File: src/rtl/cfgio_pkg.sv
package cfgio_pkg;
  localparam int BUS_W = 8;

  typedef enum logic [1:0] {
    OFS_MODE = 2'd0,
    OFS_DIR  = 2'd1,
    OFS_DRV  = 2'd2,
    OFS_PIN  = 2'd3
  } regOfs_e;

  typedef struct packed {
    logic    wrMode;
    logic    wrDir;
    logic    wrDrv;
    logic    wrData;
    logic    rdEn;
    regOfs_e rdSel;
  } ioStrobe_t;
endpackage

File: src/rtl/cfgIoCtrl.sv
module cfgIoCtrl
  import cfgio_pkg::*;
(
  input  logic       regSel,
  input  logic [1:0] regAddr,
  input  logic       regWr,
  output ioStrobe_t  strobe
);
  regOfs_e ofs;

  assign ofs = regOfs_e'(regAddr);

  always_comb begin
    strobe       = '0;
    strobe.rdEn  = regSel;
    strobe.rdSel = ofs;
    if (regSel && regWr) begin
      unique case (ofs)
        OFS_MODE: strobe.wrMode = 1'b1;
        OFS_DIR:  strobe.wrDir  = 1'b1;
        OFS_DRV:  strobe.wrDrv  = 1'b1;
        OFS_PIN:  strobe.wrData = 1'b1;
      endcase
    end
  end
endmodule

File: src/rtl/cfgIoDatapath.sv
module cfgIoDatapath
  import cfgio_pkg::*;
#(
  parameter int               WIDTH       = 8,
  parameter bit               HAS_CTRL    = 1'b1,
  parameter bit               USE_PLD_OE  = 1'b1,
  parameter logic [BUS_W-1:0] OD_MASK     = 8'h0F,
  parameter int               SYNC_STAGES = 2
) (
  input  logic             clk,
  input  logic             rstN,
  input  ioStrobe_t        strobe,
  input  logic [BUS_W-1:0] regWdata,
  input  logic [WIDTH-1:0] addrBus,
  input  logic [WIDTH-1:0] pldOe,
  input  logic [WIDTH-1:0] padIn,
  output logic [BUS_W-1:0] regRdata,
  output logic [WIDTH-1:0] padOut,
  output logic [WIDTH-1:0] padOe,
  output logic [WIDTH-1:0] openDrain,
  output logic [WIDTH-1:0] fastSlew
);
  logic [WIDTH-1:0] modeQ, dirQ, drvQ, dataQ;
  logic [WIDTH-1:0] syncQ [SYNC_STAGES];
  logic [WIDTH-1:0] wantOut;
  logic [WIDTH-1:0] rdVal;

  generate
    if (HAS_CTRL) begin : g_mode
      always_ff @(posedge clk or negedge rstN) begin
        if (!rstN)              modeQ <= '0;
        else if (strobe.wrMode) modeQ <= regWdata[WIDTH-1:0];
      end
    end else begin : g_noMode
      assign modeQ = '0;
    end
  endgenerate

  always_ff @(posedge clk or negedge rstN) begin
    if (!rstN) begin
      dirQ  <= '0;
      drvQ  <= '0;
      dataQ <= '0;
    end else begin
      if (strobe.wrDir)  dirQ  <= regWdata[WIDTH-1:0];
      if (strobe.wrDrv)  drvQ  <= regWdata[WIDTH-1:0];
      if (strobe.wrData) dataQ <= regWdata[WIDTH-1:0];
    end
  end

  always_ff @(posedge clk or negedge rstN) begin
    if (!rstN) begin
      for (int s = 0; s < SYNC_STAGES; s++) syncQ[s] <= '0;
    end else begin
      syncQ[0] <= padIn;
      for (int s = 1; s < SYNC_STAGES; s++) syncQ[s] <= syncQ[s-1];
    end
  end

  generate
    if (USE_PLD_OE) begin : g_pldOe
      assign wantOut = dirQ | pldOe;
    end else begin : g_swOe
      assign wantOut = dirQ;
    end
  endgenerate

  for (genvar i = 0; i < WIDTH; i++) begin : g_pin
    assign padOut[i] = modeQ[i] ? addrBus[i] : dataQ[i];
    if (OD_MASK[i]) begin : g_od
      assign openDrain[i] = drvQ[i];
      assign fastSlew[i]  = 1'b0;
      assign padOe[i]     = wantOut[i] & ~(drvQ[i] & padOut[i]);
    end else begin : g_slew
      assign openDrain[i] = 1'b0;
      assign fastSlew[i]  = drvQ[i];
      assign padOe[i]     = wantOut[i];
    end
  end

  always_comb begin
    unique case (strobe.rdSel)
      OFS_MODE: rdVal = modeQ;
      OFS_DIR:  rdVal = dirQ;
      OFS_DRV:  rdVal = drvQ;
      OFS_PIN:  rdVal = syncQ[SYNC_STAGES-1];
    endcase
    regRdata = '0;
    if (strobe.rdEn) regRdata[WIDTH-1:0] = rdVal;
  end
endmodule

File: src/rtl/cfgIoPort.sv
module cfgIoPort
  import cfgio_pkg::*;
#(
  parameter int               WIDTH      = 8,
  parameter bit               HAS_CTRL   = 1'b1,
  parameter bit               USE_PLD_OE = 1'b1,
  parameter logic [BUS_W-1:0] OD_MASK    = 8'h0F
) (
  input  logic             clk,
  input  logic             rstN,
  input  logic             regSel,
  input  logic [1:0]       regAddr,
  input  logic             regWr,
  input  logic [7:0]       regWdata,
  output logic [7:0]       regRdata,
  input  logic [WIDTH-1:0] addrBus,
  input  logic [WIDTH-1:0] pldOe,
  input  logic [WIDTH-1:0] padIn,
  output logic [WIDTH-1:0] padOut,
  output logic [WIDTH-1:0] padOe,
  output logic [WIDTH-1:0] openDrain,
  output logic [WIDTH-1:0] fastSlew
);
  ioStrobe_t strobe;

  cfgIoCtrl i_ctrl (
    .regSel (regSel),
    .regAddr(regAddr),
    .regWr  (regWr),
    .strobe (strobe)
  );

  cfgIoDatapath #(
    .WIDTH      (WIDTH),
    .HAS_CTRL   (HAS_CTRL),
    .USE_PLD_OE (USE_PLD_OE),
    .OD_MASK    (OD_MASK),
    .SYNC_STAGES(2)
  ) i_dp (
    .clk      (clk),
    .rstN     (rstN),
    .strobe   (strobe),
    .regWdata (regWdata),
    .addrBus  (addrBus),
    .pldOe    (pldOe),
    .padIn    (padIn),
    .regRdata (regRdata),
    .padOut   (padOut),
    .padOe    (padOe),
    .openDrain(openDrain),
    .fastSlew (fastSlew)
  );
endmodule

File: config.mk
export PLATFORM = sky130hd
export DESIGN_NAME = cfgIoPort
export DESIGN_NICKNAME = d
export VERILOG_FILES = /design/src/rtl/cfgio_pkg.sv /design/src/rtl/cfgIoCtrl.sv /design/src/rtl/cfgIoDatapath.sv /design/src/rtl/cfgIoPort.sv
export SDC_FILE = /design/constraint.sdc
export NUM_CORES = 1
export LEC_CHECK = 0
export BUFFER_PORTS_ARGS = -buffer_cell sky130_fd_sc_hd__buf_2
export CAP_MARGIN = 20
export CORE_MARGIN = 10
export CORE_UTILIZATION = 40
export DETAILED_ROUTE_END_ITERATION = 7
export HOLD_SLACK_MARGIN = 0.03
export PLACE_DENSITY = 0.77
export REMOVE_ABC_BUFFERS = 1
export SLEW_MARGIN = 10
export SYNTH_ARGS = -nofsm -noshare
export SYNTH_HDL_FRONTEND = slang
export SYNTH_SLANG_ARGS = --single-unit
export TNS_END_PERCENT = 5
File: constraint.sdc
create_clock -name clk -period 0.8 [get_ports clk]
set_input_delay 0.08 -clock clk [delete_from_list [all_inputs] [get_ports clk]]
set_output_delay 0.08 -clock clk [all_outputs]
set_load 0.02 [all_outputs]
Word level (Yosys, flattened, before mapping)
Cells that the tools add are included.
{"block": "classes", "bitwise": 13, "eq_ne": 3, "muxes": 15, "n_reduce_logical": 2}
{"cell": "$pmux 8 s4", "count": 1}
{"cell": "$mux 1", "count": 12}
{"cell": "$and 1x1->1", "count": 8}
{"cell": "$mux 8", "count": 1}
{"cell": "$or 8x8->8", "count": 1}
{"cell": "$eq 2x2->1 const B", "count": 2}
{"cell": "$mux 4", "count": 1}
{"cell": "$not 1->1", "count": 4}
{"cell": "$eq 2x1->1 const B", "count": 1}
{"cell": "$logic_not 2->1", "count": 1}
{"cell": "$logic_and 1x1->1", "count": 1}
{"block": "word_totals", "register_bits": 48, "out_inout_bits": 40, "in_bits": 38, "word_cells": 39}

Logic depth before layout (Yosys ltp)
Gate-level depths: netlist (run 1).
{"block": "depth", "word_depth": 4, "ltp_mapped": 4, "ltp_nobuf": 2}

Hierarchy
From an unflattened synthesis (run 1), not the netlist that was laid out.
{"block": "hier_totals", "cells_unflattened": 149, "hier_area_um2": 2118.3}
{"module": "cfgIoDatapath", "instances": 1, "cells_per_inst": 142, "area_each_um2": 2050.7, "seq_area_each_um2": 1201.2}
{"module": "cfgIoCtrl", "instances": 1, "cells_per_inst": 7, "area_each_um2": 67.6, "seq_area_each_um2": 0.0}

Worst setup path before layout (run 1)
Ideal clock, no wire load.
{"block": "synth_path", "path_type": "register to output", "from": "register i_dp.modeQ[0]", "to": "output port padOe[0]", "stages_incl_launch_ff": 3, "t_required_ns": 0.720, "n_path_buf": 0, "slack_ns": -0.415, "arrival_time_ns": 1.135, "cell_sequence": "dfrtp_1 > mux2_2 > a21oi_1"}
{"block": "synth_via", "elab_chain_cells": 4}
{"element": "from (decl)", "line": "cfgIoDatapath.sv:23", "source": "logic [WIDTH-1:0] modeQ, dirQ, drvQ, dataQ;"}
{"element": "from (signal assigned)", "line": "cfgIoDatapath.sv:32", "source": "else if (strobe.wrMode) modeQ <= regWdata[WIDTH-1:0];"}
{"element": "$mux 1", "line": "cfgIoDatapath.sv:69", "source": "assign padOut[i] = modeQ[i] ? addrBus[i] : dataQ[i];"}
{"element": "net padOut[0]", "line": "cfgIoPort.sv:19", "source": "output logic [WIDTH-1:0] padOut,"}
{"element": "$and 1x1->1", "line": "cfgIoDatapath.sv:73", "source": "assign padOe[i] = wantOut[i] & ~(drvQ[i] & padOut[i]);"}
{"element": "$not 1->1", "line": "cfgIoDatapath.sv:73"}
{"element": "$and 1x1->1", "line": "cfgIoDatapath.sv:73"}
{"element": "to (decl)", "line": "cfgIoPort.sv:20", "source": "output logic [WIDTH-1:0] padOe,"}
The timed path passes the listed nets, and every way through them passes these cells.

Final worst setup path (run 1)
{"block": "layout_path", "from": "register i_dp.modeQ[0]", "to": "output port padOe[0]"}
{"block": "layout_via", "elab_chain_cells": 4}
{"element": "$mux 1", "line": "cfgIoDatapath.sv:69"}
{"element": "$and 1x1->1", "line": "cfgIoDatapath.sv:73"}
{"element": "$not 1->1", "line": "cfgIoDatapath.sv:73"}
{"element": "$and 1x1->1", "line": "cfgIoDatapath.sv:73"}
Every way passes these cells.

==> metrics, run 1 <==
Vias/cell 4.70; met3 WL 401 µm; highest metal used met4; Core Box Area 5140 µm²; hpwl dp 3.89 mm; met1 wire length 2.32 mm; Initial DRC Count 64; slowest CP cell dfrtp_1; post-route cell area 3040 µm²; vias in the first global route 1696; switching pwr 2.11 mW; Crit. End Element primary output; final core utilization 0.591; placed inst area 2680 µm²; Pleak 1.53 nW; cell count after placement 298; biggest area consumer among synthesized cells dfrtp_1; crit path cell chain mux2_4 -> a21oi_4 -> buf_6; Final min period 1.38 ns; ANT nets after route 0; DRC viols 0; most frequent cells in the layout buf_2, dfrtp_1, buf_4; Avg Cell Area, Syn 14.8 µm²; DR pass1 iterations 4; Final Setup Violations 40; Worst Slack Setup Final -0.575 ns; share of the synthesized area in the top cell type 0.565; Yosys cell types 19; status finished with violations; Clk pin slew, worst setup/hold paths 0.08 ns; fmax 727 MHz; die width 92.9 µm; met2 wire length 2.56 mm; power per cell area 2280 nW/µm²; Tot Pwr 6.92 mW; post-synthesis cell area 2120 µm²; Crit Path Max Fanout 2; DIE HEIGHT 92.9 µm; CTS H-Tree Depth 2; Crit path required time 0.72 ns; Layout fillers 434; Clk pwr share 0.209; IO Count 78; gr usage total 0.126; Fin Setup TNS -13.17 ns; # diodes 0; drt wl/cell 16.8 µm; Seq cells post-synth 48; CTS Buf Count 5; clk_skew 0.000713 ns; GP Congestion 0.754; share of layout cells above drive strength 1 0.613; most common cell after layout, fill and taps aside buf_2; Clock Latency Late Sink 0.29 ns; register area share after synthesis 0.565; top cells by area in the synthesized netlist dfrtp_1, mux2_2, mux2i_1; yosys warns 0; CTS tree built; data arrival time of the worst path 1.30 ns; max-slew violations 0; Logic pwr share 0.336; clk buf depth 2; DP Worst Slack -0.317 ns; first-pass GRT wire length 8.52 mm; remaining global-route overflow 0; power share of the sequential group 0.455; largest net degree at the start of global routing 24; Root Buffer clkbuf_8; max incr delay on CP 0.41 ns; unrepaired setup endpoints after global routing true; Post-Layout Cell Count 318; antenna violations before repair 0; Synth Instances 144; Site Rows 26; switching share of power 0.306; Final Cycle Share 1.72; Worst Path Class, Setup reg -> out; failing checks setup timing; Initial Util 0.413; WL final 5.33 mm; TritonCTS Sinks 48; crit path launch type flip-flop; Hold Path Class in -> reg; fin nets 285; area grow syn2layout 42.9%; Max Cap Violations 0; Die Area 8630 µm²; port buffer count 69; Peak supply drop 1.60 mV; Hold WS 0.0541 ns; P_int 4.81 mW; final hold violations 0; Via Count 1496
[critical path, delay by kind of cell, from the launching register on]
family | cells | cell delay [ns]
multiplexers | 1 | 0.34
flip-flops | 1 | 0.41
buffers and inverters | 1 | 0.13
AO/OA/AOI/OAI | 1 | 0.13
[synthesized netlist by cell type]
cell type,number
dfrtp_1,48
mux2_2,32
mux2i_1,16
buf_4,10
mux2_4,8
o22ai_1,8
a21oi_1,4
nor2_1,4
or2_2,4
and4bb_1,1
buf_2,1
buf_6,1
clkbuf_1,1
conb_1,1
nand2_1,1
nand2b_1,1
nand4_2,1
nand4b_2,1
nand4b_4,1
[final timing paths]
path | from | slack (ns) | cells past startpoint | endpoint
worst min register to register | i_dp.syncQ[8] | 0.35 | 0 | i_dp.syncQ[0]
max in group asynchronous | rstN | 0.16 | 3 | i_dp.drvQ[0]
worst max register to register | i_dp.modeQ[0] | -0.12 | 2 | i_dp.modeQ[0]
worst max-delay path | i_dp.modeQ[0] | -0.58 | 3 | padOe[0]
worst min-delay path | regWdata[4] | 0.05 | 2 | i_dp.modeQ[4]
min in group asynchronous | rstN | 0.20 | 2 | i_dp.syncQ[2]
[cells by family after synthesis]
group,share of synthesized area
flip-flops,0.565
AND/OR/NAND/NOR,0.0536
multiplexers,0.302
buffers and inverters,0.0448
other,0.00177
AO/OA/AOI/OAI,0.0330
[repair_timing]
action                     CTS  global route
setup endpoints to repair   38            51
resized for setup           22            24
hold buffers                 9             0
pin swaps                    5             1
hold endpoints to repair    56             0
buffers inserted             3             0
[layout make-up]
cell class,count,area (µm²),area share
clock buffers,8,90.1,0.0297
well taps,70,87.6,0.0288
multi-input cells,90,928,0.306
flip-flops and latches,48,1200,0.396
repair buffers,102,727,0.239
[routing by layer]
metal  track usage  vias to the layer above
met1         0.153                      724
met3        0.0541                        6
li1              -                      709
met2         0.194                       57
met5             0                        -
met4        0.0424                        0
[flip-flops by register name, indices dropped and copies added, names as in the netlist]
name        count
i_dp.syncQ     16
i_dp.dataQ      8
i_dp.dirQ       8
i_dp.drvQ       8
i_dp.modeQ      8
[power groups by stage]
stage	Clock [mW]	Sequential, mW	Combinational, mW
after detailed placement	0	3.16	1.93
after global placement	0	3.14	1.90
after floorplan	0	3.18	1.10
final	1.45	3.15	2.33
after global routing	1.60	3.20	2.49
after CTS	1.47	3.12	2.19
Power figures use the tool's default switching activity.
==> inputs of run 2 (changes only) <==
--- a/config.mk
+++ b/config.mk
@@ -11,7 +11,7 @@
 export CORE_UTILIZATION = 40
 export DETAILED_ROUTE_END_ITERATION = 7
 export HOLD_SLACK_MARGIN = 0.03
-export PLACE_DENSITY = 0.77
+export PLACE_DENSITY = 0.75
 export REMOVE_ABC_BUFFERS = 1
 export SLEW_MARGIN = 10
 export SYNTH_ARGS = -nofsm -noshare
==> constraint.sdc (replaced) <==
create_clock -name clk -period 1.4 [get_ports clk]
set_input_delay 0.14 -clock clk [delete_from_list [all_inputs] [get_ports clk]]
set_output_delay 0.14 -clock clk [all_outputs]
set_load 0.02 [all_outputs]
==> run 2 against run 1 <==
Against the previous run:
- the flow still finishes with violations (setup timing)
- critical path depth unchanged
- utilization down 4.2 points
- clock-buffer cell count down 2
- sequential cell count unchanged
- critical endpoint is now padOe[1]
- combinational power decreased by 50%
- cell count decreased by 4.7%
- hold slack better by 0.058 ns
- register-to-register slack gained 0.58 ns
==> metrics, run 2 (synthesis results as in run 1) <==
Top reg by flops i_dp.syncQ; Clk pwr share 0.248; power share of the sequential group 0.455; crit path launch type flip-flop; first-pass GRT wire length 8.45 mm; Logic pwr share 0.297; DP Worst Slack 0.141 ns; Crit path required time 1.26 ns; Final min period 1.45 ns; # diodes 0; Die Area 8630 µm²; GP Congestion 0.745; fmax 689 MHz; Crit. End Element primary output; share of layout cells above drive strength 1 0.584; max-slew violations 0; CTS tree built; remaining global-route overflow 0; Final Cycle Share 1.04; Core Box Area 5140 µm²; Worst Path Class, Setup reg -> out; status finished with violations; Hold WS 0.112 ns; area grow syn2layout 32.8%; Root Buffer clkbuf_8; most frequent cells in the layout buf_2, dfrtp_1, mux2_2; crit path buf inv count 1; die width 92.9 µm; IO Count 78; Clk pin slew, worst setup/hold paths 0.09 ns; Via Count 1438; Crit Path Max Fanout 2; cell count after placement 282; gr usage total 0.123; DR pass1 iterations 4; Final Setup Violations 5; slowest CP cell dfrtp_1; Clock Latency Late Sink 0.30 ns; WL final 5.26 mm; Fin Setup TNS -0.147 ns; clk_skew 0.00691 ns; DRC viols 0; switching share of power 0.306; crit path cell chain mux2_4 -> a21oi_2 -> buf_4; fin nets 270; clk buf depth 2; final hold violations 0; Initial DRC Count 64; max reg flops 16; Hold Path Class in -> reg; final core utilization 0.549; Pleak 1.41 nW; Site Rows 26; post-route cell area 2820 µm²; Post-Layout Cell Count 303; hpwl dp 3.80 mm; met2 wire length 2.51 mm; drt wl/cell 17.4 µm; Crit path max-delay family flip-flops; unrepaired setup endpoints after global routing true; P_int 2.73 mW; Max Cap Violations 0; met3 WL 341 µm; vias in the first global route 1658; DIE HEIGHT 92.9 µm; most common cell after layout, fill and taps aside buf_2; power per cell area 1400 nW/µm²; failing checks setup timing; Initial Util 0.413; port buffer count 69; placed inst area 2540 µm²; largest net degree at the start of global routing 35; Layout fillers 475; Tot Pwr 3.94 mW; Worst Slack Setup Final -0.0512 ns; met1 wire length 2.38 mm; CTS H-Tree Depth 2; CTS Buf Count 5; highest metal used met4; max incr delay on CP 0.42 ns; data arrival time of the worst path 1.31 ns; switching pwr 1.21 mW; TritonCTS Sinks 48; antenna violations before repair 0; Vias/cell 4.75; ANT nets after route 0; Peak supply drop 0.912 mV
run 2: cell count changes in the layout (fill, tap and decap cells not counted), sizes merged:
cell / change
buf: -15
bufinv: +1
clkbuf: -2
clkinv: +1
run 2: power by group through the flow:
stage	Sequential (mW)	Clock (mW)	Combinational (mW)
5_1_grt	1.83	1.06	1.25
4_1_cts	1.79	0.995	1.17
3_3_place_gp	1.80	0	1.03
2_1_floorplan	1.82	0	0.629
3_5_place_dp	1.81	0	1.04
6_report	1.79	0.979	1.17
run 2: worst paths after layout:
kind	cells after the start	slack, ns	to	startpoint
worst min register to register	0	0.35	i_dp.syncQ[6]	i_dp.syncQ[14]
max in group asynchronous	3	0.62	i_dp.dataQ[1]	rstN
worst max register to register	2	0.46	i_dp.modeQ[2]	i_dp.modeQ[2]
worst min-delay path	2	0.11	i_dp.modeQ[0]	regWdata[0]
worst max-delay path	3	-0.05	padOe[1]	i_dp.modeQ[1]
min in group asynchronous	2	0.28	i_dp.dataQ[5]	rstN
run 2: layer usage:
| metal | vias to the layer above | global-route usage |
|---|---|---|
| met3 | 3 | 0.0428 |
| met1 | 703 | 0.152 |
| met4 | 0 | 0.0347 |
| met2 | 53 | 0.197 |
| met5 | - | 0 |
| li1 | 679 | - |
run 2: final cells by class:
type	count	area (µm²)	share of cell area
clock buffers	6	72.6	0.0257
multi-input cells	90	892	0.316
well taps	70	87.6	0.0310
clock inverters	2	35.0	0.0124
flip-flops and latches	48	1200	0.426
repair buffers	87	533	0.189
run 2: worst register-to-register path, delay by kind of cell, from the launching register on:
kind	cells	cell delay [ns]
buffers and inverters	1	0.15
flip-flops	1	0.42
multiplexers	1	0.26
run 2: repair_timing:
item / 4_1_cts / 5_1_grt
hold buffers: 9 / 0
hold endpoints to repair: 22 / 0
pin swaps: 4 / 0
buffers inserted: 4 / 0
setup endpoints to repair: 4 / 8
gates resized for setup: 13 / 2
